==> config.mk <==
export PLATFORM = sky130hd
export DESIGN_NAME = ledsw_regblk
export DESIGN_NICKNAME = d
export VERILOG_FILES = /design/src/rtl/ledsw_pkg.sv /design/src/rtl/ledsw_sync.sv /design/src/rtl/ledsw_ack.sv /design/src/rtl/ledsw_lane_reg.sv /design/src/rtl/ledsw_regblk.sv
export SDC_FILE = /design/constraint.sdc
export NUM_CORES = 1
export LEC_CHECK = 0
export ABC_CLOCK_PERIOD_IN_PS = 1300
export BUFFER_PORTS_ARGS = -buffer_cell sky130_fd_sc_hd__clkbuf_2
export CAP_MARGIN = 5
export CORE_UTILIZATION = 30
export CTS_BUF_LIST = sky130_fd_sc_hd__clkbuf_2
export CTS_CLUSTER_SIZE = 8
export DETAILED_ROUTE_END_ITERATION = 12
export GPL_TIMING_DRIVEN = 1
export PLACE_DENSITY = 0.51
export SYNTH_ARGS = -nofsm -noshare
export SYNTH_HDL_FRONTEND = slang
export SYNTH_HIERARCHICAL = 1
export SYNTH_SLANG_ARGS = --single-unit
==> constraint.sdc <==
create_clock -name clk -period 1.3 [get_ports clk]
set_input_delay 0.39 -clock clk [delete_from_list [all_inputs] [get_ports clk]]
set_output_delay 0.39 -clock clk [all_outputs]
set_load 0.1 [all_outputs]
==> src/rtl/ledsw_pkg.sv <==
`timescale 1ns/1ps
package ledsw_pkg;
    localparam int unsigned BUS_W  = 32;
    localparam int unsigned LANE_W = 8;
    localparam int unsigned LANES  = BUS_W / LANE_W;
    localparam int unsigned PIN_W  = 8;
    localparam int unsigned PIN_LO = BUS_W - PIN_W;

    typedef logic [0:BUS_W-1] word_t;
    typedef logic [0:PIN_W-1] pins_t;
    typedef logic [0:LANES-1] lanes_t;

    // write request as seen by the storage
    typedef struct packed {
        logic   hit;
        lanes_t lane_en;
        word_t  data;
    } wr_req_t;

    // place a pin vector in the low-order bits (highest indices) of a bus word
    function automatic word_t zext_pins(input pins_t p);
        word_t w;
        w = '0;
        w[PIN_LO +: PIN_W] = p;
        return w;
    endfunction
endpackage

==> src/rtl/ledsw_sync.sv <==
`timescale 1ns/1ps
module ledsw_sync #(
    parameter int unsigned W      = 8,
    parameter int unsigned STAGES = 2
) (
    input  logic         clk,
    input  logic         rst,
    input  logic [0:W-1] d,
    output logic [0:W-1] q
);
    logic [0:W-1] chain [STAGES];

    always_ff @(posedge clk) begin
        if (rst) chain[0] <= '0;
        else     chain[0] <= d;
    end

    for (genvar s = 1; s < STAGES; s++) begin : g_stage
        always_ff @(posedge clk) begin
            if (rst) chain[s] <= '0;
            else     chain[s] <= chain[s-1];
        end
    end

    assign q = chain[STAGES-1];
endmodule

==> src/rtl/ledsw_ack.sv <==
`timescale 1ns/1ps
module ledsw_ack #(
    parameter int unsigned CE_W = 1
) (
    input  logic [0:CE_W-1] rd_ce,
    input  logic [0:CE_W-1] wr_ce,
    output logic            rd_ack,
    output logic            wr_ack,
    output logic            reg0_wr
);
    always_comb begin
        rd_ack  = |rd_ce;
        wr_ack  = |wr_ce;
        reg0_wr = wr_ce[0];
    end
endmodule

==> src/rtl/ledsw_lane_reg.sv <==
`timescale 1ns/1ps
module ledsw_lane_reg
    import ledsw_pkg::*;
(
    input  logic    clk,
    input  logic    rst,
    input  wr_req_t req,
    output word_t   q
);
    for (genvar k = 0; k < LANES; k++) begin : g_lane
        always_ff @(posedge clk) begin
            if (rst) begin
                q[k*LANE_W +: LANE_W] <= '0;
            end else if (req.hit && req.lane_en[k]) begin
                q[k*LANE_W +: LANE_W] <= req.data[k*LANE_W +: LANE_W];
            end
        end
    end
endmodule

==> src/rtl/ledsw_regblk.sv <==
`timescale 1ns/1ps
module ledsw_regblk
    import ledsw_pkg::*;
#(
    parameter int unsigned CE_W        = 1,
    parameter int unsigned SYNC_STAGES = 2
) (
    input  logic               clk,
    input  logic               rst,
    input  logic [0:BUS_W-1]   wr_data,
    input  logic [0:LANES-1]   byte_en,
    input  logic [0:CE_W-1]    rd_ce,
    input  logic [0:CE_W-1]    wr_ce,
    output logic [0:BUS_W-1]   rd_data,
    output logic               rd_ack,
    output logic               wr_ack,
    output logic               err,
    input  logic [0:PIN_W-1]   sw_in,
    output logic [0:PIN_W-1]   led_out
);
    logic    reg0_wr;
    wr_req_t req;
    word_t   ctl_q;
    pins_t   sw_s;

    ledsw_ack #(.CE_W(CE_W)) u_ack (
        .rd_ce   (rd_ce),
        .wr_ce   (wr_ce),
        .rd_ack  (rd_ack),
        .wr_ack  (wr_ack),
        .reg0_wr (reg0_wr)
    );

    always_comb begin
        req.hit     = reg0_wr;
        req.lane_en = byte_en;
        req.data    = wr_data;
    end

    ledsw_lane_reg u_reg (
        .clk (clk),
        .rst (rst),
        .req (req),
        .q   (ctl_q)
    );

    ledsw_sync #(.W(PIN_W), .STAGES(SYNC_STAGES)) u_sync (
        .clk (clk),
        .rst (rst),
        .d   (sw_in),
        .q   (sw_s)
    );

    assign led_out = ctl_q[PIN_LO +: PIN_W];
    assign rd_data = zext_pins(sw_s);
    assign err     = 1'b0;
endmodule

* After elaboration in Yosys (flattened, before gate mapping)
Memories as Yosys holds them, arrays and structs flattened.
Cells that the tools add are included.
** Word-level totals
- Bits in registers :: 8
- Latch bits :: 0
- Bits in writable memories :: 16
- Memory bits (read-only) :: 0
- Output and inout port bits :: 43
- Logic and storage cells :: 10
- Memories :: 1
** Memories
- u_sync.chain :: depth 2, bits a word 8, read ports 2, clocked after memory_dff 0, write ports 2, line ledsw_sync.sv:11 : logic [0:W-1] chain [STAGES];
** Operators by class
- $add $sub $neg :: 0
- Multipliers :: 0
- Divide/modulo/power cells :: 0
- Magnitude comparators :: 0
- Equal/unequal tests :: 0
- Shift-type cells :: 0
- Multiplexer cells :: 5
- Bitwise operators :: 2
- Reduce and logical (&&, ||, !) cells :: 1
** Operator list (number)
- 8-bit two-way mux :: 2
- 1-bit two-way mux :: 3
- 1-bit bitwise OR :: 2
- 1-bit logical AND :: 1

* Logic depth before layout (Yosys ltp)
Gate-level depths: netlist of run 1.
- Depth after elaboration :: 3
- Mapped depth :: 5

* Modules after synthesis
Netlist of run 1, hierarchy kept.
** By module, submodules not included
- ledsw_lane_reg :: instances 1, cells each 146, area each 1463.9 um^2
- ledsw_sync :: instances 1, cells each 33, area each 464.2 um^2
- ledsw_regblk :: instances 1, cells each 26, area each 191.4 um^2
- ledsw_ack :: instances 1, cells each 3, area each 22.5 um^2

* Worst setup path after synthesis of run 1
No wires, ideal clock.
- Path type :: register to register
- Start point :: reg u_reg/q[3] (netlist name)
- End point :: reg u_reg.q[3]
- Arrival :: 1336 ps
- Path slack :: -104 ps
- Stages on the path, launching flop included :: 3
- Path buffers :: 0
- Clock period less this slack :: 1404 ps
- Path through :: dfxtp_1 a21bo_2 a21oi_2
** RTL lines
- end signal, assigned by index :: line ledsw_lane_reg.sv:15 : q[k*LANE_W +: LANE_W] <= req.data[k*LANE_W +: LANE_W];
- end, declared :: line ledsw_lane_reg.sv:8 : output word_t q

==> qor.yml, run 1 <==
cp-end-kind: "output port"
clockBufferDepth: 2
slowest_stage: "dfxtp_2"
regArea_um2: 500
diodes: 0
cts_tree: "yes"
core-area_um2: 3390
fin_crit_sh: 0.996
dp_worst_setup_slack_ns: 0.161
dp_cells: 173
htree_levels: 1
cts.clk_slew.worst_paths_ns: 0.23
drtIter0Drc: 5
drive_gt1_frac: 0.579
grt_start_max_net_pins: 18
rr_worst_depth: 3
layout_min_cycle_time_ns: 1.29
ir_drop_uv: 526
wirelength_met1_um: 672
rr_endpoint: "u_reg/q[2]$_SDFFE_PP0P_"
routed_wirelength_um: 1730
fin_cells: 179
r2r_start: "u_reg/q[2]$_SDFFE_PP0P_"
io_pins: 91
io_buffers: 36
numCtsBuffers: 3
area_delta_synth_final_pct: 35.1
dr_wl_met2_um: 911
clock_skew_ns: 0.000265
grt_pass1_wl_um: 2640
crit_cells: 1
die_w_um: 62.1
wl_met3_um: 144
status: "finished, final reports clean"
setup_viol: 0
fmax_mhz: 772
hold_slack_ns: 0.247
cts_sinks: 24
start_util: 0.319
clk_latency_ns: 0.33
post-dp-hpwl_um: 1310
clock-root-buffer: "clkbuf_2"
grt_usage: 0.0958
drt_first_pass_iters: 4
drtAntennaViolNets: 0
required_ns: 0.91
yosysWarningCount: 6
leakagePower_nw: 0.664
crit_path_start: "u_sync/chain[1][5]$_SDFF_PP0_"
powerDensity_nw_per_um2: 1340
avgViaCountPerCell: 3.63
path_class: "reg2out"
fp.dieH_um: 62.1
syn_area_per_cell_um2: 10.5
max_stage_delay_ns: 0.40
syn-instance-count: 103
nFillCells: 334
syn_area_um2: 1080
final_util: 0.432
r2r_slack_ns: 0.43
num_vias: 649
start_kind: "flip-flop"
dieArea_um2: 3850
routed.top_layer: "met3"
cp_top_family: "flip-flops"
hp-class: "in2reg"
crit_path_end: "rd_data[26]"
drcViolationCount: 0
hold_violations: 0
crit_path_cell_trace: "buf_12"
fin_nets: 182
max-cap-violations: 0
rsz0062_at_grt: "true"
wl_per_cell_um: 9.65
gr-total-overflow: 0
antenna_found_initial: 0
setup_ws_ns: 0.00548
crit_path_max_fanout: 1
grt_pass1_vias: 610
worstPathBufferInverterCount: 1
arrival_ns: 0.90
fp-row-count: 21
gp_congestion: 0.673
drv_slew: 0
multiInputGateArea_um2: 394
[registers in the layout (all words and copies together), names as in the netlist]
signal,cells
u_sync/chain,16
u_reg/q,8
[cell usage in the layout, fill, tap and decap left out]
| cell type | instances |
|---|---|
| bufinv_16 | 1 |
| conb_1 | 25 |
| and2b_2 | 6 |
| a21bo_1 | 6 |
| clkbuf_2 | 22 |
| dfxtp_1 | 8 |
| buf_12 | 17 |
| dfxtp_2 | 16 |
| a21oi_1 | 6 |
| nand3_1 | 8 |
| nor2b_1 | 3 |
| buf_4 | 4 |
| a21oi_2 | 2 |
| nor2b_2 | 7 |
| a21bo_2 | 2 |
[layout make-up]
class,count,area share
Clock buffer,3,0.0103
Timing Repair Buffer,40,0.318
Clock inverter,1,0.0205
Sequential cell,24,0.342
Tap cell,46,0.0393
Multi-Input combinational cell,65,0.269
[power by group]
part           switching, mW  leakage (nW)  total (mW)  internal, mW
clock                  0.223        0.0266       0.488         0.265
sequential            0.0217         0.204       0.797         0.776
combinational          0.535         0.433       0.680         0.146
total                  0.779         0.664        1.97          1.19
[worst min-delay path by stage]
stage	from	endpoint	slack [ns]	cells past startpoint
after detailed placement	u_sync/chain[0][0]$_SDFF_PP0_	u_sync/chain[1][0]$_SDFF_PP0_	0.42	1
after global placement	u_sync/chain[0][2]$_SDFF_PP0_	u_sync/chain[1][2]$_SDFF_PP0_	0.42	1
after floorplan	u_sync/chain[0][3]$_SDFF_PP0_	u_sync/chain[1][3]$_SDFF_PP0_	0.41	1
after global routing	sw_in[3]	u_sync/chain[0][4]$_SDFF_PP0_	0.22	2
final	sw_in[3]	u_sync/chain[0][4]$_SDFF_PP0_	0.25	2
after CTS	wr_data[24]	u_reg/q[7]$_SDFFE_PP0P_	0.24	3
[what timing repair did]
| action | 4_1_cts | 5_1_grt |
|---|---|---|
| pin swaps | 0 | 0 |
| setup buffers | 2 | 0 |
| hold buffers | 0 | 0 |
| gates resized for setup | 8 | 0 |
| endpoints found under the setup margin | 16 | 16 |
[metrics by stage]
stage	setup TNS (ns)	power (mW)	instance area (µm²)
floorplan	0	1.44	1180
global placement	0	1.48	1390
detailed placement	0	1.49	1390
CTS	-0.133	1.98	1460
global route	-0.678	2.03	1460
finish	0	1.97	1460
[routing by layer]
| metal | vias up | track usage |
|---|---|---|
| met5 | - | 0 |
| met4 | 0 | 0.0476 |
| met3 | 0 | 0.0228 |
| met2 | 32 | 0.176 |
| met1 | 286 | 0.101 |
| li1 | 331 | - |
Note: power is estimated with default switching activity, not from simulation.
==> run 2: changes to the inputs <==
--- a/config.mk
+++ b/config.mk
@@ -8,12 +8,14 @@
 export ABC_CLOCK_PERIOD_IN_PS = 1300
 export BUFFER_PORTS_ARGS = -buffer_cell sky130_fd_sc_hd__clkbuf_2
 export CAP_MARGIN = 5
+export CORE_ASPECT_RATIO = 1.1
 export CORE_UTILIZATION = 30
 export CTS_BUF_LIST = sky130_fd_sc_hd__clkbuf_2
 export CTS_CLUSTER_SIZE = 8
 export DETAILED_ROUTE_END_ITERATION = 12
 export GPL_TIMING_DRIVEN = 1
 export PLACE_DENSITY = 0.51
+export RECOVER_POWER = 25
 export SYNTH_ARGS = -nofsm -noshare
 export SYNTH_HDL_FRONTEND = slang
 export SYNTH_HIERARCHICAL = 1
==> qor.yml, run 2 (synthesis results as in run 1) <==
crit_path_max_fanout: 2  # was 1
max_slew_margin: 0.576
p_clk_frac: 0.146  # was 0.248
regArea_um2: 500  # unchanged
clock-root-buffer: "clkbuf_2"  # unchanged
core-area_um2: 3390  # about the same
grt_pass1_vias: 629  # was 610
swShare: 0.430  # was 0.396
diodes: 0  # unchanged
avgViaCountPerCell: 3.68  # was 3.63
cp_top_family: "flip-flops"  # unchanged
drv_slew: 0  # unchanged
grt_start_max_net_pins: 17  # was 18
drtIter0Drc: 29  # was 5
grt_pass1_wl_um: 2570  # was 2640 µm
drtAntennaViolNets: 0  # unchanged
status: "finished, final reports clean"  # unchanged
cts_sinks: 24  # unchanged
fin_crit_sh: 0.974  # was 0.996
path_class: "reg2out"  # unchanged
fin_nets: 182  # unchanged
fmax_mhz: 790  # was 772 MHz
hp-class: "in2reg"  # unchanged
post-dp-hpwl_um: 1250  # was 1310 µm
clk_latency_ns: 0.30  # was 0.33 ns
routed_wirelength_um: 1550  # was 1730 µm
top_regs: "u_sync/chain x16, u_reg/q x8"  # unchanged
clockBufferDepth: 2  # unchanged
p_int_mw: 0.984  # was 1.19 mW
drive_gt1_frac: 0.568  # was 0.579
layout_min_cycle_time_ns: 1.27  # was 1.29 ns
finalPower_mw: 1.73  # was 1.97 mW
gr-total-overflow: 0  # unchanged
ir_drop_uv: 374  # was 526 µV
cp-end-kind: "output port"  # unchanged
drcViolationCount: 0  # unchanged
dieArea_um2: 3850  # about the same
rsz0062_at_grt: "true"  # unchanged
clock_skew_ns: 0.00265  # was 0.000265 ns
die_w_um: 59.3  # was 62.1 µm
hold_slack_ns: 0.280  # was 0.247 ns
hold_path_depth: 2  # unchanged
numCtsBuffers: 3  # unchanged
io_pins: 91  # unchanged
leakagePower_nw: 0.646  # was 0.664 nW
cts.clk_slew.worst_paths_ns: 0.19  # was 0.23 ns
worstPathBufferInverterCount: 1  # unchanged
r2r_start: "u_reg/q[5]$_SDFFE_PP0P_"  # was u_reg/q[2]$_SDFFE_PP0P_
crit_path_cell_trace: "buf_12"  # unchanged
nFillCells: 333  # was 334
slowest_stage: "dfxtp_2"  # unchanged
crit_cells: 1  # unchanged
start_kind: "flip-flop"  # unchanged
rr_endpoint: "u_reg/q[5]$_SDFFE_PP0P_"  # was u_reg/q[2]$_SDFFE_PP0P_
post_cts_buffers: 0  # was 2
io_buffers: 36  # unchanged
drt_first_pass_iters: 2  # was 4
fp.dieH_um: 65.0  # was 62.1 µm
multiInputGateArea_um2: 394  # unchanged
min_from: "sw_in[3]"  # unchanged
seqPwrFrac: 0.461  # was 0.406
largest-register: "u_sync/chain"  # unchanged
combPwrFrac: 0.393  # was 0.346
hold_buffers: 0  # unchanged
p_sw_mw: 0.743  # was 0.779 mW
largest_reg_flops: 16  # unchanged
hold_violations: 0  # unchanged
layout_commonest_cell: "conb_1"  # unchanged
final_cell_mix: "conb_1, clkbuf_2, buf_12"  # unchanged
required_ns: 0.91  # about the same
rr_worst_depth: 2  # was 3
setup_viol: 0  # unchanged
r2r_slack_ns: 0.52  # was 0.43 ns
powerDensity_nw_per_um2: 1200  # was 1340 nW/µm²
cts_tree: "yes"  # unchanged
start_util: 0.320  # was 0.319
arrival_ns: 0.88  # was 0.90 ns
num_vias: 663  # was 649
grt_usage: 0.0898  # was 0.0958
fp-row-count: 22  # was 21
area_delta_synth_final_pct: 32.5  # was 35.1%
tightest_slew_ns: 0.636
max_stage_delay_ns: 0.40  # about the same
antenna_found_initial: 0  # unchanged
wl_per_cell_um: 8.61  # was 9.65 µm
min_to: "u_sync/chain[0][4]$_SDFF_PP0_"  # unchanged
gp_congestion: 0.572  # was 0.673
max-cap-violations: 0  # unchanged
htree_levels: 1  # unchanged
-- run 2: power by group through the flow --
stage               clock network [mW]  registers [mW]  logic (mW)
global route                     0.317           0.801       0.699
global placement                     0           0.809       0.677
CTS                              0.275           0.797       0.681
detailed placement                   0           0.811       0.680
floorplan                            0           0.951       0.487
finish                           0.252           0.796       0.679
-- run 2: layout make-up --
class	count	share of cell area
sequential	24	0.349
timing repair buffer	40	0.324
multi-input combinational	65	0.275
tap	48	0.0419
clock buffer	3	0.0105
-- run 2: how the worst max path moves through the flow --
| stage | start | to | slack [ns] |
|---|---|---|---|
| final | u_reg/q[0]$_SDFFE_PP0P_ | led_out[7] | 0.03 |
| after global routing | u_reg/q[0]$_SDFFE_PP0P_ | led_out[7] | -0.05 |
| after CTS | u_reg/q[0]$_SDFFE_PP0P_ | led_out[7] | -0.0005 |
| after detailed placement | rst | u_reg/q[7]$_SDFFE_PP0P_ | 0.20 |
| after global placement | rst | u_reg/q[6]$_SDFFE_PP0P_ | 0.21 |
| after floorplan | u_sync/chain[1][7]$_SDFF_PP0_ | rd_data[24] | 0.001 |
-- run 2: metal layers --
layer / routed length, µm / track usage
met5: 0 / 0
met2: 835 / 0.152
met1: 572 / 0.0980
met4: 34 / 0.0714
met3: 108 / 0.0120
-- run 2: metrics by stage --
step	utilization	std cells	setup slack (ns)	instance area, µm²	TNS (ns)
floorplan	-	127	0.00102	1180	0
global placement	0.416	177	0.208	1410	0
detailed placement	0.416	177	0.203	1410	0
CTS	0.424	180	-0.000525	1430	-0.000525
global route	0.424	180	-0.0532	1430	-0.644
finish	0.424	180	0.0337	1430	0
-- run 2: timing repair --
item / CTS / global route
endpoints found under the setup margin: 8 / 16
gates resized for setup: 7 / 1
hold endpoints to repair: 0 / 0
